===== config.mk =====
export PLATFORM = sky130hd
export DESIGN_NAME = norm_divider
export DESIGN_NICKNAME = d
export VERILOG_FILES = /design/src/rtl/ndiv_pkg.sv /design/src/rtl/ndiv_ctrl.sv /design/src/rtl/ndiv_datapath.sv /design/src/rtl/norm_divider.sv
export SDC_FILE = /design/constraint.sdc
export NUM_CORES = 1
export LEC_CHECK = 0
export BUFFER_PORTS_ARGS = -buffer_cell sky130_fd_sc_hd__buf_2
export CORE_AREA = 3 3 142 144
export DETAILED_ROUTE_END_ITERATION = 7
export DIE_AREA = 0 0 145 147
export PLACE_DENSITY = 0.73
export SYNTH_ARGS = -nofsm -noshare
export SYNTH_HDL_FRONTEND = slang
export SYNTH_SLANG_ARGS = --single-unit

===== constraint.sdc =====
create_clock -name clk -period 2.8 [get_ports clk]
set_clock_uncertainty 0.2 [all_clocks]
set_input_delay 0.14 -clock clk [delete_from_list [all_inputs] [get_ports clk]]
set_output_delay 0.14 -clock clk [all_outputs]
set_load 0.05 [all_outputs]

===== src/rtl/ndiv_pkg.sv =====
package ndiv_pkg;

    typedef enum logic [1:0] {
        ST_IDLE  = 2'd0,
        ST_ALIGN = 2'd1,
        ST_SUB   = 2'd2
    } ndiv_state_e;

    // Datapath operation issued each cycle by the controller
    typedef enum logic [2:0] {
        OP_HOLD   = 3'd0,
        OP_LOAD   = 3'd1,
        OP_ZERO   = 3'd2,
        OP_DOUBLE = 3'd3,
        OP_ENTER  = 3'd4,
        OP_STEP   = 3'd5
    } ndiv_op_e;

endpackage


===== src/rtl/ndiv_ctrl.sv =====
module ndiv_ctrl
    import ndiv_pkg::*;
(
    input  logic     clk,
    input  logic     rst_n,
    input  logic     start_i,
    input  logic     zero_i,
    input  logic     fits_i,
    input  logic     last_i,
    output ndiv_op_e op_o,
    output logic     busy_o,
    output logic     done_o,
    output logic     err_o
);

    ndiv_state_e state_q, state_d;
    logic        done_d, err_d;

    always_comb begin
        state_d = state_q;
        op_o    = OP_HOLD;
        done_d  = 1'b0;
        err_d   = 1'b0;
        unique case (state_q)
            ST_IDLE: begin
                if (start_i) begin
                    if (zero_i) begin
                        op_o   = OP_ZERO;
                        done_d = 1'b1;
                        err_d  = 1'b1;
                    end else begin
                        op_o    = OP_LOAD;
                        state_d = ST_ALIGN;
                    end
                end
            end
            ST_ALIGN: begin
                if (fits_i) begin
                    op_o = OP_DOUBLE;
                end else begin
                    op_o    = OP_ENTER;
                    state_d = ST_SUB;
                end
            end
            ST_SUB: begin
                op_o = OP_STEP;
                if (last_i) begin
                    state_d = ST_IDLE;
                    done_d  = 1'b1;
                end
            end
            default: state_d = ST_IDLE;
        endcase
    end

    // State register
    always_ff @(posedge clk or negedge rst_n) begin
        if (!rst_n) state_q <= ST_IDLE;
        else        state_q <= state_d;
    end

    // Output register
    always_ff @(posedge clk or negedge rst_n) begin
        if (!rst_n) begin
            done_o <= 1'b0;
            err_o  <= 1'b0;
        end else begin
            done_o <= done_d;
            err_o  <= err_d;
        end
    end

    assign busy_o = (state_q != ST_IDLE);

    // completion is never reported while an operation is still running
    a_r6_done_idle: assert property (@(posedge clk) disable iff (!rst_n)
        done_o |-> !busy_o);

    // an error completion comes only together with a done pulse
    a_r8_err_with_done: assert property (@(posedge clk) disable iff (!rst_n)
        err_o |-> done_o);

endmodule


===== src/rtl/ndiv_datapath.sv =====
module ndiv_datapath
    import ndiv_pkg::*;
#(
    parameter int W = 32
) (
    input  logic         clk,
    input  logic         rst_n,
    input  ndiv_op_e     op_i,
    input  logic         rem_only_i,
    input  logic [W-1:0] dividend_i,
    input  logic [W-1:0] divisor_i,
    output logic [W-1:0] quo_o,
    output logic [W-1:0] rem_o,
    output logic         zero_o,
    output logic         fits_o,
    output logic         last_o
);

    localparam int WX = W + 1;

    logic [W-1:0]  rem_q, quo_q, orig_q;
    logic [WX-1:0] wdiv_q;
    logic          ge;

    assign ge     = {1'b0, rem_q} >= wdiv_q;
    assign zero_o = (divisor_i == '0);
    assign fits_o = wdiv_q <= {2'b00, rem_q[W-1:1]};
    assign last_o = (wdiv_q >> 1) < {1'b0, orig_q};
    assign quo_o  = quo_q;
    assign rem_o  = rem_q;

    always_ff @(posedge clk or negedge rst_n) begin
        if (!rst_n) begin
            rem_q  <= '0;
            quo_q  <= '0;
            orig_q <= '0;
            wdiv_q <= '0;
        end else begin
            unique case (op_i)
                OP_LOAD: begin
                    rem_q  <= dividend_i;
                    orig_q <= divisor_i;
                    wdiv_q <= {1'b0, divisor_i};
                end
                OP_ZERO: begin
                    rem_q <= dividend_i;
                    quo_q <= '1;
                end
                OP_DOUBLE: wdiv_q <= wdiv_q << 1;
                OP_ENTER: begin
                    if (!rem_only_i) quo_q <= '0;
                end
                OP_STEP: begin
                    if (ge) rem_q <= rem_q - wdiv_q[W-1:0];
                    if (!rem_only_i) quo_q <= {quo_q[W-2:0], ge};
                    wdiv_q <= wdiv_q >> 1;
                end
                default: ;
            endcase
        end
    end

    // a subtract step never grows the running remainder
    a_r2_rem_monotone: assert property (@(posedge clk) disable iff (!rst_n)
        (op_i == OP_STEP) |=> (rem_q <= $past(rem_q)));

    // while subtracting, the working divisor stays at or above the divisor
    a_r9_wdiv_floor: assert property (@(posedge clk) disable iff (!rst_n)
        (op_i == OP_STEP) |-> (wdiv_q >= {1'b0, orig_q}));

    // doubling never reaches the extra top bit
    a_r9_no_overflow: assert property (@(posedge clk) disable iff (!rst_n)
        (op_i == OP_DOUBLE) |=> !wdiv_q[W]);

endmodule


===== src/rtl/norm_divider.sv =====
module norm_divider
    import ndiv_pkg::*;
#(
    parameter int W = 32
) (
    input  logic         clk,
    input  logic         rst_n,
    input  logic         start_i,
    input  logic [W-1:0] dividend_i,
    input  logic [W-1:0] divisor_i,
    input  logic         rem_only_i,
    output logic         busy_o,
    output logic         done_o,
    output logic         div_zero_o,
    output logic [W-1:0] quotient_o,
    output logic [W-1:0] remainder_o
);

    ndiv_op_e op;
    logic     zero, fits, last;

    ndiv_ctrl u_ctrl (
        .clk     (clk),
        .rst_n   (rst_n),
        .start_i (start_i),
        .zero_i  (zero),
        .fits_i  (fits),
        .last_i  (last),
        .op_o    (op),
        .busy_o  (busy_o),
        .done_o  (done_o),
        .err_o   (div_zero_o)
    );

    ndiv_datapath #(.W(W)) u_dp (
        .clk        (clk),
        .rst_n      (rst_n),
        .op_i       (op),
        .rem_only_i (rem_only_i),
        .dividend_i (dividend_i),
        .divisor_i  (divisor_i),
        .quo_o      (quotient_o),
        .rem_o      (remainder_o),
        .zero_o     (zero),
        .fits_o     (fits),
        .last_o     (last)
    );

    // a done pulse lasts one cycle unless a zero-divisor start follows
    a_r6_done_pulse: assert property (@(posedge clk) disable iff (!rst_n)
        done_o |=> (!done_o || div_zero_o));

    // the error result carries an all-ones quotient
    a_r8_err_quotient: assert property (@(posedge clk) disable iff (!rst_n)
        div_zero_o |-> (quotient_o == '1));

    // in remainder-only mode a running operation leaves the quotient alone
    a_r5_quotient_frozen: assert property (@(posedge clk) disable iff (!rst_n)
        (rem_only_i && busy_o) |=> $stable(quotient_o));

    // a start seen while busy never produces an error completion
    a_r7_start_ignored: assert property (@(posedge clk) disable iff (!rst_n)
        (busy_o && start_i) |=> !div_zero_o);

endmodule


==> flow_summary_export.csv, run 1 <==
group,metric,value,unit
status,status,"complete, but fails checks",
status,violations,"setup timing",
global_route,grt_antenna_before_repair,0,
worst_setup_path,crit_path_max_incr_delay,0.49,ns
placement,place_ws,-0.328,ns
layout,drive_gt1_share,40.7,%
job,cap_violations,0,
synthesis,avgSynthCellArea,8.45,µm²
layout,fill_cells,1104,
timing,worstMarginPinSlew,1.34,ns
cts,root_buffer,"clkbuf_16",
timing,setup_ws,-0.367,ns
worst_setup_path,critPathMaxFanout,4,
placement,dpl.hpwl,22100,µm
route,num_vias,10900,
layout,synthToLayoutAreaGrowth,54.3,%
synthesis,ys_warn_count,0,
cts,cts_tree,"built",
synthesis,synth_flop_cell,"dfrtp_1",
synthesis,ys_async_sr_fraction,100,%
global_route,overflow,0,
timing,finalCritPeriodShare,113,%
power_and_ir_drop,vdd_drop_max,0.000847,V
worst_setup_path,critPathKind,"flip-flop to flip-flop",
global_route,grt_max_degree,65,
cts,ctsLongestPathBuffers,2,
route,vias_per_cell,6.14,
worst_setup_path,critPathArrivalTime,3.29,ns
timing,finalMaxSlewViolations,0,
layout,diodes,0,
layout,nNetsFinal,1667,
cts,cts.sinks,133,
cts,path_clk_slew,0.07,ns
die,die_h,147,µm
timing,max_slew_margin,10.5,%
power_and_ir_drop,finalPower,0.0222,W
worst_setup_path,cp_common_cell,"buf_4",
global_route,grt_pass1_wl,54600,µm
route,drt_iter0_drc,1332,
synthesis,synth_edf_count,0,
worst_setup_path,crit_chain,"inv_1 > ha_4 > buf_4 > nand2_1 > a32oi_1 > buf_4 > nand2_2 > o211ai_1 > a21oi_2 > or3_1 > a41oi_2",
cts,clk_latency,0.44,ns
timing,max_clock_freq,0.316,GHz
global_route,grt_pass1_vias,10500,
synthesis,ys_seq_area_share,35.4,%
global_route,groute.usage.overall,31.6,%
die,dieArea,21300,µm²
timing,setup_tns,-17.50,ns
placement,place.gp.congestion,0.964,
synthesis,ys_ff_latch,133,
synthesis,netlist_area,9400,µm²
layout,final_cell_area,14500,µm²
worst_setup_path,crit_path_start_kind,"flip-flop",
route,drcViolationCount,0,
synthesis,syn-instance-count,1112,
timing,final-hold-violation-count,0,
die,die_x,145,µm
timing,period_needed,3.17,ns
die,io_pins,135,
worst_setup_path,required,2.92,ns
route,drt-pass1-iter-count,8,
worst_setup_path,cp-end-kind,"flip-flop",
synthesis,yosysUniqueCellTypes,69,
route,wirelength,38100,µm
route,wire_per_inst,21.4,µm
power_and_ir_drop,cellPowerDensity,1530,nW/µm²
cts,numCtsBuffers,17,
die,row_count,50,
cts,htree_levels,4,
layout,fin_util,77.0,%
worst_setup_path,slowest_stage,"or3_1",
placement,dpl_cell_area,11700,µm²
power_and_ir_drop,leakagePower,6.88,nW
timing,setup_viol,96,
placement,portBuffers,134,
worst_hold_path,hold_class,"input pin to asynchronous set/reset pin",
die,initial_utilization,49.9,%
die,design.core.area,18800,µm²
synthesis,synth_fp_nets,1275,
route,ant_nets,0,
timing,rsz0062_at_grt,"true",
==> Yosys cell counts, drive strengths merged (4+ instances only) <==
master	number	area [µm²]
nand2	148	558
o21ai	136	684
dfrtp	133	3330
inv	106	398
ha	94	1180
nor2	76	285
a21oi	54	278
a22oi	35	263
mux2	31	349
a21o	30	225
clkbuf	30	113
nand4	23	144
buf	22	120
nand3	15	75.1
a31oi	14	87.6
nor3	14	70.1
nor4	14	87.6
xor2	12	105
nand2b	11	68.8
a211oi	8	85.1
and2	7	43.8
o211ai	7	57.6
a2111oi	6	71.3
nor2b	6	45.0
xnor2	6	52.6
o22ai	5	31.3
or3	5	31.3
a41oi	4	35.0
nor3b	4	30.0
o311a	4	40.0
o31ai	4	30.0
or2	4	25.0
==> worst max-delay path: cells and delay by family, from the launching register on <==
kind	cells	cell delay, ns
AND/OR/NAND/NOR	3	0.62
buffers and inverters	3	0.41
AO/OA/AOI/OAI	4	1.09
flip-flops	1	0.44
adder cells (fa/ha/maj)	1	0.30
==> layout by cell type (no fill, tap or decap), types with 28 or more instances in the layout <==
cell type,n
nand2_1,141
dfrtp_2,28
ha_1,69
a21oi_1,36
o21ai_0,69
inv_1,96
a21o_1,30
buf_2,133
nor2_1,67
a22oi_1,34
o21ai_2,39
o21ai_1,28
buf_4,182
dfrtp_1,105
dlygate4sd3_1,67
==> registers in the layout (all words and copies together), names as in the netlist <==
register,count
u_dp.wdiv_q,33
u_dp.orig_q,32
u_dp.quo_o,32
u_dp.rem_o,32
u_ctrl.state_q,2
u_ctrl.done_o,1
u_ctrl.err_o,1
==> final timing paths <==
check	cells past startpoint	from	slack, ns	endpoint
worst min-delay path	2	rst_n	0.08	u_dp.rem_o[7]
worst min register to register	2	u_dp.quo_o[26]	0.31	u_dp.quo_o[27]
worst max-delay path	11	u_dp.wdiv_q[6]	-0.37	u_dp.rem_o[25]
min in group clk	4	dividend_i[21]	0.30	u_dp.rem_o[21]
max in group asynchronous	3	rst_n	1.51	u_dp.wdiv_q[21]
worst max register to register	11	u_dp.wdiv_q[6]	-0.37	u_dp.rem_o[25]
==> where the power goes <==
part           switching [W]  internal [W]
logic                0.00897       0.00763
clock network        0.00104       0.00126
registers           0.000627       0.00270
total                 0.0106        0.0116
==> routing by layer <==
| metal | wire length [µm] | GRT usage [%] |
|---|---|---|
| met1 | 14100 | 38.3 |
| met2 | 17800 | 53.6 |
| met3 | 3460 | 7.00 |
| met4 | 2810 | 15.3 |
| met5 | 0 | 0 |
==> stage by stage <==
| stage | std cells | hold WS, ns |
|---|---|---|
| global route | 1777 | 0.126 |
| detailed placement | 1622 | -0.00389 |
| global placement | 1622 | -0.00551 |
| floorplan | 1112 | -0.356 |
| CTS | 1764 | 0.116 |
| finish | 1777 | 0.0810 |
==> timing repair <==
action | 4_1_cts | 5_1_grt
resized for setup | 92 | 144
pin swaps | 46 | 64
setup endpoints to repair | 95 | 100
setup buffers | 35 | 14
hold endpoints to repair | 143 | 0
hold buffers | 67 | 0
cloned | 9 | 3
==> cell families (layout without fill, tap and decap cells) <==
group | Yosys count | count (layout) | share of synthesized area (%)
DFF | 133 | 133 | 35.4
muxes | 34 | 34 | 4.03
buffers and inverters | 158 | 562 | 6.71
AOI/OAI and AO/OA | 337 | 337 | 23.0
and+or+nand+nor | 337 | 338 | 16.5
xor gates and xnor gates | 18 | 18 | 1.68
adders and majority gates | 95 | 95 | 12.7
==> area by class of cell <==
cell class / instances / area, µm² / area share, %
clock buffer: 17 / 425 / 2.93
timing repair buffer: 424 / 3410 / 23.5
clock inverter: 15 / 160 / 1.10
inverter: 106 / 400 / 2.76
multi-input combinational: 822 / 6410 / 44.2
sequential: 133 / 3360 / 23.2
tap: 260 / 325 / 2.24
(Power assumes the default switching activity.)
==> run 2: changes to the inputs <==
--- a/config.mk
+++ b/config.mk
@@ -6,10 +6,12 @@
 export NUM_CORES = 1
 export LEC_CHECK = 0
 export BUFFER_PORTS_ARGS = -buffer_cell sky130_fd_sc_hd__buf_2
-export CORE_AREA = 3 3 142 144
+export CELL_PAD_IN_SITES_DETAIL_PLACEMENT = 2
+export CELL_PAD_IN_SITES_GLOBAL_PLACEMENT = 2
+export CORE_AREA = 3 3 176 178
 export DETAILED_ROUTE_END_ITERATION = 7
-export DIE_AREA = 0 0 145 147
-export PLACE_DENSITY = 0.73
+export DIE_AREA = 0 0 179 181
+export PLACE_DENSITY = 0.82
 export SYNTH_ARGS = -nofsm -noshare
 export SYNTH_HDL_FRONTEND = slang
 export SYNTH_SLANG_ARGS = --single-unit
==> run 2 against run 1 <==
The run ends with hold timing, setup timing left. Utilization is 24 points lower. Register-to-register slack worse by 0.53 ns. Die area is 52% higher.
==> flow_summary_export.csv, run 2 (synthesis results as in run 1) <==
group,metric,value,unit
timing,rsz0062_at_grt,"true",
die,die_h,181,µm
global_route,grt_max_degree,63,
route,drcViolationCount,0,
worst_setup_path,cp-end-kind,"flip-flop",
die,dieArea,32400,µm²
placement,place_ws,-0.463,ns
global_route,grt_use_met3,11.9,%
layout,regMostFlops,"u_dp.wdiv_q",
die,initial_utilization,31.8,%
placement,place_inst,1773,
placement,dpl.hpwl,33500,µm
timing,finalMaxSlewViolations,0,
worst_setup_path,cp_num_buf_inv,5,
global_route,grt_pass1_wl,98600,µm
layout,synthToLayoutAreaGrowth,66.4,%
status,violations,"hold timing, setup timing",
job,cap_violations,0,
worst_setup_path,slowest_stage,"dfrtp_2",
cts,numCtsBuffers,17,
timing,period_needed,3.70,ns
timing,max_slew_margin,35.7,%
layout,layout_common_cells,"232 x buf_4, 140 x nand2_1, 133 x buf_2",
cts,cts.sinks,133,
timing,setup_ws,-0.902,ns
global_route,grt_pass1_vias,13800,
worst_setup_path,crit_family,"simple AND/OR/NAND/NOR gates",
layout,nNetsFinal,1723,
timing,worstMarginPinSlew,0.962,ns
die,io_pins,135,
cts,ctsLongestPathBuffers,2,
global_route,grt_antenna_before_repair,7,
cts,htree_levels,4,
placement,portBuffers,134,
global_route,groute.layer.met2.usage,68.4,%
worst_hold_path,hold_class,"input pin to flip-flop",
layout,final_common_cell,"buf_4",
timing,max_clock_freq,0.270,GHz
die,design.core.area,29600,µm²
layout,largest_reg_flops,33,
worst_setup_path,crit_path_start_kind,"flip-flop",
timing,setup_viol,100,
route,wire_per_inst,40.8,µm
worst_setup_path,critPathKind,"flip-flop to flip-flop",
route,drt_iter0_drc,1592,
timing,hold_ws,-0.00844,ns
placement,place.gp.congestion,0.913,
route,wirelength,80200,µm
global_route,use_met1,46.1,%
global_route,grt_busiest_layer,"met2",
route,ant_nets,0,
cts,root_buffer,"clkbuf_16",
route,drt-pass1-iter-count,5,
route,vias_per_cell,6.69,
cts,cts_tree,"built",
timing,final-hold-violation-count,1,
cts,path_clk_slew,0.10,ns
layout,drive_gt1_share,46.6,%
worst_setup_path,required,2.96,ns
die,die_x,179,µm
worst_setup_path,crit_path_max_incr_delay,0.58,ns
layout,final_cells,1964,
worst_setup_path,critPathArrivalTime,3.86,ns
timing,finalCritPeriodShare,132,%
global_route,groute.usage.overall,41.8,%
timing,setup_tns,-74.72,ns
route,num_vias,13100,
worst_setup_path,crit_chain,"inv_2 > ha_4 > nand4_1 > nor4_4 > nand2_1 > o21ai_2 > a21oi_2 > buf_4 > a211oi_4 > buf_6 > o21ba_4 > buf_4 > buf_12 > o21ai_2",
die,row_count,63,
worst_setup_path,critPathMaxFanout,8,
status,status,"complete, but fails checks",
cts,clk_latency,0.48,ns
global_route,overflow,0,
## run 2: cell type report
| class | instances | area [µm²] |
|---|---|---|
| diodes | 1 | 2.50 |
| clock buffers | 17 | 425 |
| clock inverters | 15 | 146 |
| fillers | 3039 | 13900 |
| inverters | 106 | 412 |
| multi-input cells | 821 | 6960 |
| flip-flops and latches | 133 | 3380 |
| well taps | 390 | 488 |
| repair buffers | 481 | 3830 |
## run 2: final timing paths
check	from	to	slack, ns	depth (start not counted)
min in group asynchronous	rst_n	u_dp.quo_o[27]	0.05	2
min	divisor_i[1]	u_dp.wdiv_q[1]	-0.008	4
max in group asynchronous	rst_n	u_dp.quo_o[4]	1.56	3
min reg2reg	u_dp.quo_o[6]	u_dp.quo_o[7]	0.32	2
max	u_dp.rem_o[10]	u_dp.quo_o[13]	-0.90	14
max reg2reg	u_dp.rem_o[10]	u_dp.quo_o[13]	-0.90	14
## run 2: layer usage
metal / wire length [µm] / part of all wire [%] / vias to the layer above
met4: 8480 / 11 / 12
met1: 27700 / 35 / 6473
met2: 35500 / 44 / 1208
met3: 8340 / 10 / 597
met5: 72 / 0.090 / -
li1: - / - / 4852
## run 2: repair_timing
action,CTS,global route
setup buffers,61,40
setup endpoints to repair,99,99
hold endpoints to repair,135,0
gates resized for setup,243,144
hold buffers,67,0
cloned,9,2
pin swaps,59,70
## run 2: tightest hold or removal path, stage by stage
cell,delay (ns)
buf_2,0.11
a22oi_1,0.09
o21ai_1,0.14
mux2_4,0.16
## run 2: through the flow
| stage | utilization (%) | area, µm² |
|---|---|---|
| after floorplan | - | 9570 |
| after global placement | 40.7 | 12000 |
| after detailed placement | 40.7 | 12000 |
| after CTS | 50.5 | 14900 |
| after global routing | 52.9 | 15600 |
| final | 52.9 | 15600 |
Power of run 2 is left out: the tool's default activity adds up to more than one toggle a clock period on the data nets, which glitch-free logic cannot reach.
